## config.mk

```make
export PLATFORM = sky130hd
export DESIGN_NAME = pwm8_timer
export DESIGN_NICKNAME = d
export VERILOG_FILES = /design/src/rtl/pwm8_pkg.sv /design/src/rtl/pwm8_presc.sv /design/src/rtl/pwm8_count.sv /design/src/rtl/pwm8_cmp.sv /design/src/rtl/pwm8_outwave.sv /design/src/rtl/pwm8_timer.sv
export SDC_FILE = /design/constraint.sdc
export NUM_CORES = 1
export LEC_CHECK = 0
export BUFFER_PORTS_ARGS = -buffer_cell sky130_fd_sc_hd__buf_2
export CAP_MARGIN = 15
export CELL_PAD_IN_SITES_DETAIL_PLACEMENT = 0
export CELL_PAD_IN_SITES_GLOBAL_PLACEMENT = 1
export CORE_MARGIN = 2
export CORE_UTILIZATION = 44
export CTS_BUF_LIST = sky130_fd_sc_hd__clkbuf_2 sky130_fd_sc_hd__clkbuf_4 sky130_fd_sc_hd__clkbuf_8
export DETAILED_ROUTE_END_ITERATION = 7
export PLACE_DENSITY = 0.92
export SYNTH_ARGS = -nofsm -noshare
export SYNTH_HDL_FRONTEND = slang
export SYNTH_SLANG_ARGS = --single-unit
```

## constraint.sdc

```tcl
create_clock -name clk -period 2.1 [get_ports clk]
set_clock_uncertainty 0.1 [all_clocks]
set_input_delay 0.42 -clock clk [delete_from_list [all_inputs] [get_ports clk]]
set_output_delay 0.42 -clock clk [all_outputs]
set_load 0.05 [all_outputs]
```

## src/rtl/pwm8_pkg.sv

```systemverilog
package pwm8_pkg;

  typedef enum logic [1:0] {
    MD_NORM  = 2'b00,
    MD_PCPWM = 2'b01,
    MD_CTC   = 2'b10,
    MD_FPWM  = 2'b11
  } mode_e;

  typedef enum logic [1:0] {
    ACT_OFF = 2'b00,
    ACT_TGL = 2'b01,
    ACT_CLR = 2'b10,
    ACT_SET = 2'b11
  } act_e;

  // number of prescaler taps reachable from the clock select field
  localparam int NUM_TAPS      = 5;
  localparam int PRE_SHIFT_MAX = 10;

  // log2 of the division ratio for clock select value sel
  function automatic int presc_shift(int sel);
    case (sel)
      1:       return 0;
      2:       return 3;
      3:       return 6;
      4:       return 8;
      default: return PRE_SHIFT_MAX;
    endcase
  endfunction

  // both PWM encodings carry a one in the low bit
  function automatic logic is_pwm(mode_e m);
    return m[0];
  endfunction

endpackage

```

## src/rtl/pwm8_presc.sv

```systemverilog
module pwm8_presc
  import pwm8_pkg::*;
(
  input  logic       clk,
  input  logic       rst_n,
  input  logic [2:0] csel,
  output logic       tick
);

  localparam int PW = PRE_SHIFT_MAX;

  logic [PW-1:0]     pre_q;
  logic [PW-1:0]     pre_d;
  logic [NUM_TAPS:0] tap_hit;

  assign tap_hit[0] = 1'b0;

  // one terminal-count detector per division ratio
  for (genvar i = 1; i <= NUM_TAPS; i++) begin : g_tap
    localparam logic [PW-1:0] MASK = PW'((1 << presc_shift(i)) - 1);
    assign tap_hit[i] = ((pre_q & MASK) == MASK);
  end

  always_comb begin
    pre_d = pre_q + 1'b1;
  end

  always_comb begin
    tick = 1'b0;
    for (int k = 1; k <= NUM_TAPS; k++) begin
      if (int'(csel) == k) tick = tap_hit[k];
    end
  end

  always_ff @(posedge clk or negedge rst_n) begin
    if (!rst_n) pre_q <= '0;
    else        pre_q <= pre_d;
  end

endmodule

```

## src/rtl/pwm8_count.sv

```systemverilog
module pwm8_count
  import pwm8_pkg::*;
#(
  parameter int W = 8
) (
  input  logic         clk,
  input  logic         rst_n,
  input  logic         adv,
  input  logic         wr_en,
  input  logic [W-1:0] wr_data,
  input  mode_e        mode,
  input  logic [W-1:0] cmp_act,
  output logic [W-1:0] cnt_q,
  output logic         dir_up_q,
  output logic         at_max,
  output logic         ovf_hit
);

  localparam logic [W-1:0] MAXV = '1;
  localparam logic [W-1:0] BOTV = '0;

  logic [W-1:0] cnt_d;
  logic         dir_d;

  always_comb begin
    cnt_d = cnt_q;
    dir_d = dir_up_q;
    if (mode != MD_PCPWM) dir_d = 1'b1;
    if (wr_en) begin
      cnt_d = wr_data;
    end else if (adv) begin
      case (mode)
        MD_PCPWM: begin
          if (dir_up_q) begin
            if (cnt_q == MAXV) begin
              cnt_d = MAXV - 1'b1;
              dir_d = 1'b0;
            end else begin
              cnt_d = cnt_q + 1'b1;
            end
          end else begin
            if (cnt_q == BOTV) begin
              cnt_d = BOTV + 1'b1;
              dir_d = 1'b1;
            end else begin
              cnt_d = cnt_q - 1'b1;
            end
          end
        end
        MD_CTC:  cnt_d = (cnt_q == cmp_act) ? BOTV : cnt_q + 1'b1;
        default: cnt_d = cnt_q + 1'b1;
      endcase
    end
  end

  assign at_max  = (cnt_q == MAXV);
  assign ovf_hit = adv & ((mode == MD_PCPWM) ? (cnt_q == BOTV) : (cnt_q == MAXV));

  always_ff @(posedge clk or negedge rst_n) begin
    if (!rst_n) begin
      cnt_q    <= '0;
      dir_up_q <= 1'b1;
    end else begin
      cnt_q    <= cnt_d;
      dir_up_q <= dir_d;
    end
  end

endmodule

```

## src/rtl/pwm8_cmp.sv

```systemverilog
module pwm8_cmp
  import pwm8_pkg::*;
#(
  parameter int W = 8
) (
  input  logic         clk,
  input  logic         rst_n,
  input  logic         adv,
  input  mode_e        mode,
  input  logic         wr_en,
  input  logic [W-1:0] wr_data,
  input  logic         cnt_wr,
  input  logic [W-1:0] cnt_q,
  output logic [W-1:0] cmp_act_q,
  output logic [W-1:0] cmp_buf_q,
  output logic         match
);

  localparam logic [W-1:0] MAXV = '1;

  logic [W-1:0] act_d;
  logic [W-1:0] buf_d;
  logic         blk_q;
  logic         blk_d;

  always_comb begin
    buf_d = wr_en ? wr_data : cmp_buf_q;
    act_d = cmp_act_q;
    if (!is_pwm(mode)) begin
      if (wr_en) act_d = wr_data;
    end else if (adv && (cnt_q == MAXV)) begin
      act_d = cmp_buf_q;
    end
    blk_d = blk_q;
    if (cnt_wr)   blk_d = 1'b1;
    else if (adv) blk_d = 1'b0;
  end

  assign match = adv & ~blk_q & (cnt_q == cmp_act_q);

  always_ff @(posedge clk or negedge rst_n) begin
    if (!rst_n) begin
      cmp_act_q <= '0;
      cmp_buf_q <= '0;
      blk_q     <= 1'b0;
    end else begin
      cmp_act_q <= act_d;
      cmp_buf_q <= buf_d;
      blk_q     <= blk_d;
    end
  end

endmodule

```

## src/rtl/pwm8_outwave.sv

```systemverilog
module pwm8_outwave
  import pwm8_pkg::*;
(
  input  logic  clk,
  input  logic  rst_n,
  input  logic  adv,
  input  mode_e mode,
  input  act_e  act,
  input  logic  match,
  input  logic  force_stb,
  input  logic  dir_up,
  input  logic  at_max,
  output logic  wave_q,
  output logic  oe
);

  logic wave_d;

  always_comb begin
    wave_d = wave_q;
    if (!is_pwm(mode)) begin
      if (match || force_stb) begin
        case (act)
          ACT_TGL: wave_d = ~wave_q;
          ACT_CLR: wave_d = 1'b0;
          ACT_SET: wave_d = 1'b1;
          default: wave_d = wave_q;
        endcase
      end
    end else if (act[1]) begin
      if (mode == MD_FPWM) begin
        if (adv && at_max) wave_d = (act == ACT_CLR);
        else if (match)    wave_d = (act == ACT_SET);
      end else if (match) begin
        wave_d = dir_up ? (act == ACT_SET) : (act == ACT_CLR);
      end
    end
  end

  assign oe = is_pwm(mode) ? act[1] : (act != ACT_OFF);

  always_ff @(posedge clk or negedge rst_n) begin
    if (!rst_n) wave_q <= 1'b0;
    else        wave_q <= wave_d;
  end

endmodule

```

## src/rtl/pwm8_timer.sv

```systemverilog
module pwm8_timer
  import pwm8_pkg::*;
#(
  parameter int W = 8
) (
  input  logic         clk,
  input  logic         rst_n,
  input  logic         cfg_we,
  input  logic [1:0]   cfg_mode,
  input  logic [1:0]   cfg_act,
  input  logic [2:0]   cfg_csel,
  input  logic         force_stb,
  input  logic         cmp_we,
  input  logic [W-1:0] cmp_wdata,
  input  logic         cnt_we,
  input  logic [W-1:0] cnt_wdata,
  input  logic         ovf_w1c,
  input  logic         cmpf_w1c,
  output logic [W-1:0] cnt_o,
  output logic [W-1:0] cmp_o,
  output logic         wave_o,
  output logic         wave_oe,
  output logic         ovf_flag,
  output logic         cmp_flag
);

  // reset synchronizer: asserts at once, releases on the second edge
  logic rst_meta_q;
  logic rst_sync_n;

  always_ff @(posedge clk or negedge rst_n) begin
    if (!rst_n) begin
      rst_meta_q <= 1'b0;
      rst_sync_n <= 1'b0;
    end else begin
      rst_meta_q <= 1'b1;
      rst_sync_n <= rst_meta_q;
    end
  end

  // configuration
  mode_e      mode_q, mode_d;
  act_e       act_q, act_d;
  logic [2:0] csel_q, csel_d;

  always_comb begin
    mode_d = mode_q;
    act_d  = act_q;
    csel_d = csel_q;
    if (cfg_we) begin
      mode_d = mode_e'(cfg_mode);
      act_d  = act_e'(cfg_act);
      csel_d = cfg_csel;
    end
  end

  always_ff @(posedge clk or negedge rst_sync_n) begin
    if (!rst_sync_n) begin
      mode_q <= MD_NORM;
      act_q  <= ACT_OFF;
      csel_q <= 3'b000;
    end else begin
      mode_q <= mode_d;
      act_q  <= act_d;
      csel_q <= csel_d;
    end
  end

  // datapath
  logic         tick;
  logic         adv;
  logic         dir_up;
  logic         at_max;
  logic         ovf_set;
  logic         match;
  logic [W-1:0] cmp_act;

  assign adv = tick & ~cnt_we;

  pwm8_presc u_presc (
    .clk   (clk),
    .rst_n (rst_sync_n),
    .csel  (csel_q),
    .tick  (tick)
  );

  pwm8_count #(.W(W)) u_count (
    .clk      (clk),
    .rst_n    (rst_sync_n),
    .adv      (adv),
    .wr_en    (cnt_we),
    .wr_data  (cnt_wdata),
    .mode     (mode_q),
    .cmp_act  (cmp_act),
    .cnt_q    (cnt_o),
    .dir_up_q (dir_up),
    .at_max   (at_max),
    .ovf_hit  (ovf_set)
  );

  pwm8_cmp #(.W(W)) u_cmp (
    .clk       (clk),
    .rst_n     (rst_sync_n),
    .adv       (adv),
    .mode      (mode_q),
    .wr_en     (cmp_we),
    .wr_data   (cmp_wdata),
    .cnt_wr    (cnt_we),
    .cnt_q     (cnt_o),
    .cmp_act_q (cmp_act),
    .cmp_buf_q (cmp_o),
    .match     (match)
  );

  pwm8_outwave u_wave (
    .clk       (clk),
    .rst_n     (rst_sync_n),
    .adv       (adv),
    .mode      (mode_q),
    .act       (act_q),
    .match     (match),
    .force_stb (force_stb),
    .dir_up    (dir_up),
    .at_max    (at_max),
    .wave_q    (wave_o),
    .oe        (wave_oe)
  );

  // flags: a setting event wins over a clear in the same cycle
  logic ovf_d;
  logic cmpf_d;

  always_comb begin
    ovf_d  = ovf_set | (ovf_flag & ~ovf_w1c);
    cmpf_d = match   | (cmp_flag & ~cmpf_w1c);
  end

  always_ff @(posedge clk or negedge rst_sync_n) begin
    if (!rst_sync_n) begin
      ovf_flag <= 1'b0;
      cmp_flag <= 1'b0;
    end else begin
      ovf_flag <= ovf_d;
      cmp_flag <= cmpf_d;
    end
  end

endmodule

```

==> flow_metrics.env, run 1 <==
export IMPL_status="finished with violations"
export IMPL_violations="negative setup slack"
export IMPL_synth_cells=295
export IMPL_viasPerCell=5.62
export IMPL_root_buffer="clkbuf_8"
export IMPL_antenna_found_initial=0
export IMPL_synth_cell_types=51
export IMPL_yosysTopAreaCellShare_pct=41.1
export IMPL_critical_path_slowest_cell="or4_4"
export IMPL_peakVddDrop_mv=0.389
export IMPL_htreeDepth=2
export IMPL_ant_nets=0
export IMPL_io_pins=51
export IMPL_setup_violations=5
export IMPL_slew_headroom_pct=62.8
export IMPL_power_share_switching_pct=34.2
export IMPL_p_int_mw=1.76
export IMPL_worst_slack_ps=-60.8
export IMPL_pwr_share_seq_pct=41.5
export IMPL_switchingPower_mw=0.913
export IMPL_multiInputGateArea_sq_um=1660
export IMPL_die_h_um=84.7
export IMPL_die_area_sq_um=7170
export IMPL_rsz0062_at_grt="true"
export IMPL_gp_congestion=0.909
export IMPL_ys_warn_count=0
export IMPL_rrSetupSlack_ps=-60
export IMPL_max_stage_delay_ps=580
export IMPL_path_class="reg2reg"
export IMPL_worst_setup_path_end_kind="register"
export IMPL_path_cells="or4_4 -> nor3b_4 -> nor4b_4 -> or3_4 -> a21oi_2 -> a221oi_1"
export IMPL_worstPathRequired_ps=2190
export IMPL_cap_violations=0
export IMPL_critPathMaxFanout=5
export IMPL_drv_slew=0
export IMPL_critPathLaunchType="register"
export IMPL_dr_pass1_iters=4
export IMPL_wire_per_inst_um=15.8
export IMPL_period_share_pct=103
export IMPL_crit_path_end="u_count.cnt_q[4]$_DFFE_PN0P_"
export IMPL_setup_tns_ps=-193
export IMPL_cp_data_arrival_time_ps=2250
export IMPL_area_delta_synth_final_pct=28.8
export IMPL_vias=2499
export IMPL_clockBufferDepth=2
export IMPL_fmax_mhz=463
export IMPL_cellPowerDensity_nw_per_um2=724
export IMPL_synth_edf_count=0
export IMPL_drt_total_wl_mm=7.03
export IMPL_drive_above_1_share_pct=41.0
export IMPL_regArea_sq_um=1210
export IMPL_die_w_um=84.7
export IMPL_grt_usage_pct=20.3
export IMPL_grt_max_degree=26
export IMPL_synth_area_leaders="dfrtp_1 41%, mux2_2 11%, xnor2_1 4.9%"
export IMPL_cts_tree="yes"
export IMPL_grt_pass1_vias=2495
export IMPL_async_reset_ff_share_pct=100
export IMPL_p_comb_share_pct=31.1
export IMPL_p_leak_nw=1.62
export IMPL_dpl_hpwl_mm=5.12
export IMPL_insertion_delay_ps=310
export IMPL_cts_buffers=5
export IMPL_io_buffer_count=50
export IMPL_initial_utilization_pct=45.4
export IMPL_synth_area_leader_cell="dfrtp_1"
export IMPL_cts_sinks=48
export IMPL_r2r_start="u_count.cnt_q[3]$_DFFE_PN0P_"
export IMPL_crit_path_start="u_count.cnt_q[3]$_DFFE_PN0P_"
export IMPL_drc=0
export IMPL_tightest_slew_ps=558
export IMPL_fin_crit_ps=2160
export IMPL_syn_avg_cell_area_sq_um=9.71
export IMPL_synth_seq_cells=48
export IMPL_clkPwrFrac_pct=27.3
export IMPL_grt_pass1_wl_mm=11.6
export IMPL_grt_ovfl_total=0
export IMPL_reg2reg_to="u_count.cnt_q[4]$_DFFE_PN0P_"
export IMPL_antenna_cells=0
export IMPL_synth_area_sq_um=2860
export IMPL_layout_commonest_cell="buf_2"
export IMPL_rows=29
export IMPL_syn_nets=334
export IMPL_hp_class="reg2async"
export IMPL_yosysSeqAreaShare_pct=42.0
export IMPL_hold_viol=0
export IMPL_fin_nets=406
export IMPL_fillers=559
export IMPL_clk_pin_slew_ps=100
export IMPL_coreArea_sq_um=6310
export IMPL_synthFlopType="dfrtp_1"
export IMPL_layout_common_cells="50 x buf_2, 39 x dfrtp_1, 27 x buf_4"
export IMPL_drt_iter0_drc=202
export IMPL_r2r_cells=6
export IMPL_whs_ps=166
==> cell type report <==
type	count	area share, %
tap	77	2.61
inverter	14	1.42
multi-input combinational	215	45.0
clock buffer	6	2.24
clock inverter	2	1.05
timing repair buffer	83	14.8
sequential	48	32.9
==> per-layer routing <==
layer	GRT usage [%]	wire length, um	vias to the layer above
met2	31.9	3300	69
met4	7.07	121	0
met3	4.42	337	15
li1	-	-	1193
met5	0	0	-
met1	27.8	3260	1222
==> through the flow <==
| stage | power [mW] | cell area [sq um] | setup slack, ps | util [%] | cells |
|---|---|---|---|---|---|
| floorplan | 1.68 | 2890 | -214 | - | 295 |
| global placement | 1.89 | 3390 | 12.8 | 53.7 | 433 |
| detailed placement | 1.91 | 3390 | -20.7 | 53.7 | 433 |
| CTS | 2.64 | 3540 | -4.03 | 56.1 | 442 |
| global route | 2.81 | 3690 | -103 | 58.4 | 445 |
| finish | 2.67 | 3690 | -60.8 | 58.4 | 445 |
==> cells by family (layout without fill, tap and decap cells) <==
kind of cell	count (synthesis)	after routing	synth area share, %
other cells	1	1	0.131
simple gates	82	82	15.7
fa+ha+maj	8	8	3.50
mux	28	28	11.0
buf+inv	32	105	4.59
compound gates	76	76	17.0
flops	48	48	42.0
xor+xnor	20	20	6.12
==> timing repair <==
item | 4_1_cts | 5_1_grt
hold endpoints to repair | 2 | 0
hold buffers | 1 | 0
resized for setup | 3 | 28
setup endpoints to repair | 4 | 18
buffers inserted | 0 | 3
pin swaps | 1 | 12
gates cloned | 0 | 0
==> Yosys cell counts, types with 2 or more instances <==
| master | instances |
|---|---|
| xnor2_1 | 16 |
| nand4_1 | 4 |
| ha_1 | 8 |
| and3_1 | 5 |
| buf_2 | 3 |
| clkbuf_1 | 14 |
| a21o_1 | 3 |
| o22ai_1 | 4 |
| o31ai_1 | 5 |
| inv_1 | 14 |
| o211ai_1 | 3 |
| nand3_1 | 6 |
| nor2b_1 | 7 |
| a21boi_0 | 2 |
| nor3b_1 | 3 |
| o21ai_0 | 17 |
| a21oi_1 | 21 |
| and2_1 | 2 |
| o2111ai_1 | 2 |
| nand2_1 | 19 |
| nor3_1 | 5 |
| nand2b_1 | 6 |
| mux2_2 | 27 |
| dfrtp_1 | 47 |
| a31oi_1 | 8 |
| xor2_1 | 4 |
| nor2_1 | 14 |
| nor4_1 | 2 |
| o31a_1 | 2 |
==> how the worst min path moves through the flow <==
| stage | end | cells after the start | start |
|---|---|---|---|
| after CTS | cmp_flag$_DFF_PN0_ | 2 | cmpf_w1c |
| after global placement | rst_meta_q$_DFF_PN0_ | 1 | rst_n |
| final | u_cmp.cmp_buf_q[2]$_DFFE_PN0P_ | 0 | rst_sync_n$_DFF_PN0_ |
| after detailed placement | rst_meta_q$_DFF_PN0_ | 1 | rst_n |
| after global routing | ovf_flag$_DFF_PN0_ | 2 | ovf_w1c |
| after floorplan | rst_meta_q$_DFF_PN0_ | 0 | rst_n |
==> critical path, delay by kind of cell (launching register included) <==
kind / cells / cell delay [ps]
AND/OR/NAND/NOR: 4 / 1320
flip-flops: 1 / 420
AO/OA/AOI/OAI: 2 / 200
==> registers in the layout, summed over array words and instances (netlist names) <==
signal            cells
u_presc.pre_q        10
mode_q                2
u_cmp.cmp_buf_q       8
rst_sync_n            1
act_q                 2
rst_meta_q            1
cmp_flag              1
u_count.cnt_q         8
csel_q                3
u_cmp.blk_q           1
ovf_flag              1
u_cmp.cmp_act_q       8
u_wave.wave_q         1
u_count.dir_up_q      1
==> power groups by stage <==
stage	registers [mW]	logic, mW	clock network (mW)
4_1_cts	1.11	0.795	0.737
5_1_grt	1.13	0.902	0.782
6_report	1.11	0.832	0.731
3_3_place_gp	1.12	0.773	0
3_5_place_dp	1.13	0.784	0
2_1_floorplan	1.26	0.419	0
(Power assumes the default switching activity.)
==> inputs of run 2 (changes only) <==
--- a/config.mk
+++ b/config.mk
@@ -5,15 +5,15 @@
 export SDC_FILE = /design/constraint.sdc
 export NUM_CORES = 1
 export LEC_CHECK = 0
-export BUFFER_PORTS_ARGS = -buffer_cell sky130_fd_sc_hd__buf_2
 export CAP_MARGIN = 15
 export CELL_PAD_IN_SITES_DETAIL_PLACEMENT = 0
 export CELL_PAD_IN_SITES_GLOBAL_PLACEMENT = 1
 export CORE_MARGIN = 2
-export CORE_UTILIZATION = 44
+export CORE_UTILIZATION = 51
 export CTS_BUF_LIST = sky130_fd_sc_hd__clkbuf_2 sky130_fd_sc_hd__clkbuf_4 sky130_fd_sc_hd__clkbuf_8
 export DETAILED_ROUTE_END_ITERATION = 7
-export PLACE_DENSITY = 0.92
+export DONT_BUFFER_PORTS = 1
+export PLACE_DENSITY_LB_ADDON = 0.1
 export SYNTH_ARGS = -nofsm -noshare
 export SYNTH_HDL_FRONTEND = slang
 export SYNTH_SLANG_ARGS = --single-unit
==> run 2 against run 1 <==
Compared with the run above: the flow still finishes with violations (negative setup slack); final cell count fell by 10%; die area fell by 13%; cell area fell by 4.3%; first-iteration DRC count fell by 7.4%; non-clock buffer count fell by 40; setup slack improved by 16 ps; critical path type unchanged; critical endpoint is now u_count.cnt_q[2]$_DFFE_PN0P_; largest cell class unchanged; largest power group unchanged.
==> flow_metrics.env, run 2 (same netlist as run 1, synthesis figures left out) <==
export IMPL_layout_commonest_cell="dfrtp_1"
export IMPL_dp_cells=385
export IMPL_cp_data_arrival_time_ps=2240
export IMPL_root_buffer="clkbuf_8"
export IMPL_p_comb_share_pct=28.7
export IMPL_p_total_mw=2.51
export IMPL_gp_congestion=0.894
export IMPL_slew_headroom_pct=65.5
export IMPL_grt_pass1_vias=2312
export IMPL_design_area_sq_um=3530
export IMPL_setup_violations=4
export IMPL_p_leak_nw=1.46
export IMPL_die_area_sq_um=6230
export IMPL_io_pins=51
export IMPL_drt_total_wl_mm=6.99
export IMPL_critPathMaxFanout=5
export IMPL_pre_cts_slack_ps=-23.5
export IMPL_critical_path_slowest_cell="or4_4"
export IMPL_insertion_delay_ps=310
export IMPL_p_int_mw=1.64
export IMPL_status="finished with violations"
export IMPL_htreeDepth=2
export IMPL_tightest_slew_ps=517
export IMPL_drive_above_1_share_pct=35.4
export IMPL_drt_iter0_drc=187
export IMPL_grt_pass1_wl_mm=11.2
export IMPL_drv_slew=0
export IMPL_r2r_start="u_count.cnt_q[4]$_DFFE_PN0P_"
export IMPL_io_buffer_count=0
export IMPL_grt_ovfl_total=0
export IMPL_largest_reg_flops=10
export IMPL_pwr_share_seq_pct=47.3
export IMPL_switchingPower_mw=0.870
export IMPL_fin_crit_ps=2140
export IMPL_viasPerCell=5.91
export IMPL_period_share_pct=102
export IMPL_grt_usage_pct=23.4
export IMPL_initial_utilization_pct=52.3
export IMPL_cellPowerDensity_nw_per_um2=712
export IMPL_fin_nets=366
export IMPL_dr_pass1_iters=5
export IMPL_clockBufferDepth=2
export IMPL_die_h_um=78.9
export IMPL_cap_violations=0
export IMPL_path_cells="or4_4 -> nor3b_4 -> buf_6 -> nor3_2 -> a21oi_1 -> o22ai_1 -> o31a_1"
export IMPL_critPathLaunchType="register"
export IMPL_grt_max_degree=29
export IMPL_path_class="reg2reg"
export IMPL_max_stage_delay_ps=580
export IMPL_rows=27
export IMPL_peakVddDrop_mv=0.426
export IMPL_antenna_found_initial=0
export IMPL_clkPwrFrac_pct=23.9
export IMPL_wire_per_inst_um=17.5
export IMPL_setup_tns_ps=-128
export IMPL_cts_tree="yes"
export IMPL_dpl_hpwl_mm=4.89
export IMPL_layout_common_cells="39 x dfrtp_1, 35 x buf_4, 25 x mux2_2"
export IMPL_worst_slack_ps=-44.8
export IMPL_power_share_switching_pct=34.6
export IMPL_r2r_cells=7
export IMPL_rsz0062_at_grt="true"
export IMPL_drc=0
export IMPL_ant_nets=0
export IMPL_hp_start="cfg_we"
export IMPL_hold_path_depth=1
export IMPL_whs_ps=95.2
export IMPL_die_w_um=78.9
export IMPL_antenna_cells=0
export IMPL_worstPathRequired_ps=2200
export IMPL_worst_setup_path_end_kind="register"
export IMPL_min_to="mode_q[0]$_DFFE_PN0P_"
export IMPL_fmax_mhz=466
export IMPL_fin_util_pct=64.5
export IMPL_violations="negative setup slack"
export IMPL_coreArea_sq_um=5470
export IMPL_final_cells=400
export IMPL_cts_sinks=48
export IMPL_reg2reg_to="u_count.cnt_q[2]$_DFFE_PN0P_"
export IMPL_area_delta_synth_final_pct=23.2
export IMPL_rrSetupSlack_ps=-40
export IMPL_vias=2365
export IMPL_hold_viol=0
export IMPL_max_flop_register="u_presc.pre_q"
export IMPL_dpl_instance_area_sq_um=3190
export IMPL_hp_class="in2reg"
export IMPL_clk_pin_slew_ps=90
export IMPL_cts_buffers=5
[run 2: changes by cell type in the layout (fill, tap and decap cells not counted), moves of 2 or more]
cell,change
buf_4,+8
nor3_2,+2
buf_2,-50
inv_2,+2
inv_1,-2
[run 2: timing repair]
action / CTS / global route
gates cloned: 0 / 1
hold endpoints to repair: 2 / 0
hold buffers: 1 / 0
endpoints found under the setup margin: 6 / 18
pin swaps: 2 / 10
resized for setup: 5 / 35
setup buffers: 1 / 5
[run 2: worst max-delay path by stage]
| stage | start | endpoint | slack [ps] |
|---|---|---|---|
| 2_1_floorplan | u_count.cnt_q[4]$_DFFE_PN0P_ | u_count.cnt_q[5]$_DFFE_PN0P_ | -210 |
| 3_3_place_gp | u_count.cnt_q[4]$_DFFE_PN0P_ | u_count.cnt_q[5]$_DFFE_PN0P_ | 5 |
| 3_5_place_dp | u_count.cnt_q[4]$_DFFE_PN0P_ | u_count.cnt_q[5]$_DFFE_PN0P_ | -20 |
| 4_1_cts | u_count.cnt_q[4]$_DFFE_PN0P_ | u_count.cnt_q[5]$_DFFE_PN0P_ | 5 |
| 5_1_grt | u_count.cnt_q[4]$_DFFE_PN0P_ | u_count.cnt_q[2]$_DFFE_PN0P_ | -100 |
| 6_report | u_count.cnt_q[4]$_DFFE_PN0P_ | u_count.cnt_q[2]$_DFFE_PN0P_ | -40 |
[run 2: power by group through the flow]
stage / registers, mW / logic [mW] / clock network, mW
3_5_place_dp: 1.20 / 0.657 / 0
2_1_floorplan: 1.26 / 0.419 / 0
4_1_cts: 1.19 / 0.670 / 0.623
6_report: 1.19 / 0.723 / 0.601
3_3_place_gp: 1.20 / 0.655 / 0
5_1_grt: 1.21 / 0.785 / 0.670
[run 2: worst max-delay path, delay by kind of cell (launching register included)]
family | cells | cell delay, ps
compound gates | 3 | 480
buf+inv | 1 | 160
flops | 1 | 410
simple gates | 3 | 900
[run 2: layout make-up]
cell class | instances | area (sq um)
Sequential cell | 48 | 1210
Tap cell | 72 | 90.1
Inverter | 14 | 52.6
Multi-Input combinational cell | 215 | 1680
Fill cell | 472 | 1940
Timing Repair Buffer | 43 | 392
Clock buffer | 7 | 90.1
Clock inverter | 1 | 8.76
[run 2: layer usage]
metal | part of all wire (%) | GRT usage (%) | vias to the layer above
met5 | 0 | 0 | -
met1 | 46 | 32.8 | 1150
li1 | - | - | 1119
met3 | 6.0 | 5.57 | 11
met2 | 47 | 37.1 | 85
met4 | 1.4 | 5.34 | 0
==> inputs of run 3 (changes only) <==
--- a/config.mk
+++ b/config.mk
@@ -9,11 +9,12 @@
 export CELL_PAD_IN_SITES_DETAIL_PLACEMENT = 0
 export CELL_PAD_IN_SITES_GLOBAL_PLACEMENT = 1
 export CORE_MARGIN = 2
-export CORE_UTILIZATION = 51
+export CORE_UTILIZATION = 35
 export CTS_BUF_LIST = sky130_fd_sc_hd__clkbuf_2 sky130_fd_sc_hd__clkbuf_4 sky130_fd_sc_hd__clkbuf_8
 export DETAILED_ROUTE_END_ITERATION = 7
 export DONT_BUFFER_PORTS = 1
 export PLACE_DENSITY_LB_ADDON = 0.1
 export SYNTH_ARGS = -nofsm -noshare
 export SYNTH_HDL_FRONTEND = slang
+export SYNTH_HIERARCHICAL = 1
 export SYNTH_SLANG_ARGS = --single-unit
==> run 3 against run 2 <==
Compared with the run above: count of clock-buffer cells in the layout fell by 1; final cell count rose by 20%; critical path type unchanged; largest power group unchanged; synthesized cell count rose by 7.8%; the run still ends with negative setup slack left; clock power rose by 3%.
==> flow_metrics.env, run 3 <==
export IMPL_grt_pass1_vias=2664
export IMPL_critPathLaunchType="register"
export IMPL_cellPowerDensity_nw_per_um2=734
export IMPL_fmax_mhz=408
export IMPL_whs_ps=116
export IMPL_async_reset_ff_share_pct=100
export IMPL_r2r_start="csel_q[0]$_DFFE_PN0P_"
export IMPL_drv_slew=0
export IMPL_drc=0
export IMPL_rows=35
export IMPL_crit_family="compound AO/OA/AOI/OAI gates"
export IMPL_ys_warn_count=6
export IMPL_violations="negative setup slack"
export IMPL_coreArea_sq_um=9110
export IMPL_peakVddDrop_mv=0.408
export IMPL_cts_buffers=5
export IMPL_grt_max_degree=25
export IMPL_fin_nets=407
export IMPL_yosysTopAreaCellShare_pct=36.4
export IMPL_p_leak_nw=1.75
export IMPL_synth_adder_area_share_pct=2.71
export IMPL_gp_congestion=0.855
export IMPL_synth_top_cells_by_count="47 x dfrtp_1, 25 x mux2_2, 19 x nor2_1"
export IMPL_fin_crit_ps=2450
export IMPL_synth_area_leader_cell="dfrtp_1"
export IMPL_io_buffer_count=0
export IMPL_synth_most_common_cell="dfrtp_1"
export IMPL_max_flop_register="u_presc/pre_q"
export IMPL_dpl_hpwl_mm=6.46
export IMPL_tightest_slew_ps=594
export IMPL_vias=2546
export IMPL_drt_total_wl_mm=8.61
export IMPL_critPathBufInv=2
export IMPL_synth_area_sq_um=3230
export IMPL_synth_cell_types=66
export IMPL_slew_headroom_pct=60.4
export IMPL_critical_path_slowest_cell="dfrtp_1"
export IMPL_path_cells="o21a_1 -> a2111oi_2 -> o31a_1 -> nor2b_4 -> buf_4 -> nand4_4 -> o32ai_4 -> buf_6 -> mux2_4"
export IMPL_synth_xor_xnor_area_share_pct=7.59
export IMPL_io_pins=51
export IMPL_status="finished with violations"
export IMPL_path_class="reg2reg"
export IMPL_hold_viol=0
export IMPL_antenna_found_initial=0
export IMPL_die_h_um=100
export IMPL_regArea_sq_um=1210
export IMPL_initial_utilization_pct=35.5
export IMPL_fin_util_pct=43.6
export IMPL_synth_area_leaders="dfrtp_1 36%, mux2_2 8.7%, xor2_1 4.1%"
export IMPL_hp_start="cnt_we"
export IMPL_area_delta_synth_final_pct=22.8
export IMPL_clk_pin_slew_ps=100
export IMPL_root_buffer="clkbuf_8"
export IMPL_rsz0062_at_grt="true"
export IMPL_worst_setup_path_end_kind="register"
export IMPL_multiInputGateArea_sq_um=1930
export IMPL_wire_per_inst_um=17.9
export IMPL_die_w_um=100
export IMPL_drt_iter0_drc=125
export IMPL_design_area_sq_um=3970
export IMPL_htreeDepth=2
export IMPL_cts_sinks=48
export IMPL_synthFlopType="dfrtp_1"
export IMPL_yosys_area_share_simple_pct=15.4
export IMPL_period_share_pct=117
export IMPL_layout_commonest_cell="buf_4"
export IMPL_clockBufferDepth=2
export IMPL_hp_class="in2reg"
export IMPL_layout_common_cells="56 x buf_4, 44 x dfrtp_1, 19 x nor2_1"
export IMPL_insertion_delay_ps=300
export IMPL_dr_pass1_iters=4
export IMPL_critPathMaxFanout=4
export IMPL_synth_edf_count=0
export IMPL_syn_nets=356
export IMPL_worstPathRequired_ps=2190
export IMPL_synth_compound_area_share_pct=18.5
export IMPL_synth_cells=318
export IMPL_cp_data_arrival_time_ps=2540
export IMPL_grt_usage_pct=18.1
export IMPL_yosysSeqAreaShare_pct=37.2
export IMPL_synthMuxAreaShare_pct=12.3
export IMPL_worst_slack_ps=-351
export IMPL_crit_path_start="csel_q[0]$_DFFE_PN0P_"
export IMPL_setup_violations=18
export IMPL_dpl_instance_area_sq_um=3790
export IMPL_die_area_sq_um=10000
export IMPL_max_stage_delay_ps=390
export IMPL_drive_above_1_share_pct=36.5
export IMPL_antenna_cells=0
export IMPL_grt_pass1_wl_mm=14.3
export IMPL_cts_tree="yes"
export IMPL_synth_seq_cells=48
export IMPL_largest_reg_flops=10
export IMPL_syn_avg_cell_area_sq_um=10.2
export IMPL_cap_violations=0
export IMPL_grt_ovfl_total=0
export IMPL_viasPerCell=5.29
export IMPL_fillers=893
export IMPL_ant_nets=0
export IMPL_synth_top_family_by_area="compound AO/OA/AOI/OAI gates"
-- run 3: cell count changes after synthesis, moves of 4 or more --
cell and delta:
mux2_4 +7, clkbuf_1 -9, nand2_1 -7, buf_2 +4, o21ai_0 -5, xor2_1 +11, a31oi_1 -5, buf_6 +5
nand3_1 +5, a21oi_1 -4, nor2_1 +5, nor3_1 +5
-- run 3: cells by family (layout without fill, tap and decap cells) --
kind of cell / after synthesis / after routing
muxes: 33 / 33
AOI/OAI and AO/OA: 79 / 79
adders and majority gates: 7 / 7
other: 1 / 1
DFF: 48 / 48
and+or+nand+nor: 86 / 86
buffers and inverters: 36 / 88
xor gates and xnor gates: 28 / 28
-- run 3: routing by layer --
layer  routed length [um]  GRT usage (%)  share of wire, %  vias up
li1                     -              -                 -     1247
met1                 4140           25.6                48     1241
met2                 4100           29.7                48       52
met3                  278           2.44               3.2        6
met4                   94           3.79               1.1        0
met5                    0              0                 0        -
-- run 3: where the power goes --
part / switching [mW] / internal, mW
combinational: 0.555 / 0.509
clock: 0.348 / 0.271
sequential: 0.202 / 1.03
-- run 3: final cells by class --
cell class,instances,area share [%]
tap,111,3.50
timing repair buffer,64,13.5
clock buffer,6,2.08
multi-input combinational,234,48.7
sequential,48,30.4
clock inverter,2,0.347
inverter,16,1.51
-- run 3: worst register-to-register path: stages, from the launching register on --
cell and delay (ps):
dfrtp_1 390, o21a_1 190, a2111oi_2 340, o31a_1 180
nor2b_4 180, buf_4 140, nand4_4 90, o32ai_4 280
buf_6 160, mux2_4 290
-- run 3: repair_timing --
action                                  CTS  global route
buffers inserted                          1             2
resized for setup                         7             6
endpoints found under the setup margin   19            19
hold buffers                              1             0
endpoints found under the hold margin     2             0
pin swaps                                 6             3
-- run 3: worst paths after layout --
| path | cells past startpoint | to | slack [ps] |
|---|---|---|---|
| setup / recovery | 9 | u_cmp/cmp_act_q[3]$_DFFE_PN0P_ | -350 |
| hold / removal | 1 | u_cmp/blk_q$_DFFE_PN0P_ | 120 |
| setup reg to reg | 9 | u_cmp/cmp_act_q[3]$_DFFE_PN0P_ | -350 |
| hold reg to reg | 0 | u_cmp/cmp_buf_q[1]$_DFFE_PN0P_ | 170 |
| max in group asynchronous | 1 | u_count/dir_up_q$_DFF_PN1_ | 1110 |
| min in group asynchronous | 0 | u_cmp/cmp_buf_q[1]$_DFFE_PN0P_ | 170 |
-- run 3: through the flow --
step	std cells	setup slack (ps)	power [mW]	setup TNS, ps
floorplan	318	-406	1.98	-4050
global placement	470	-416	2.29	-5230
detailed placement	470	-470	2.29	-6260
CTS	479	-422	2.94	-5210
global route	481	-501	3.10	-7270
finish	481	-351	2.91	-4720
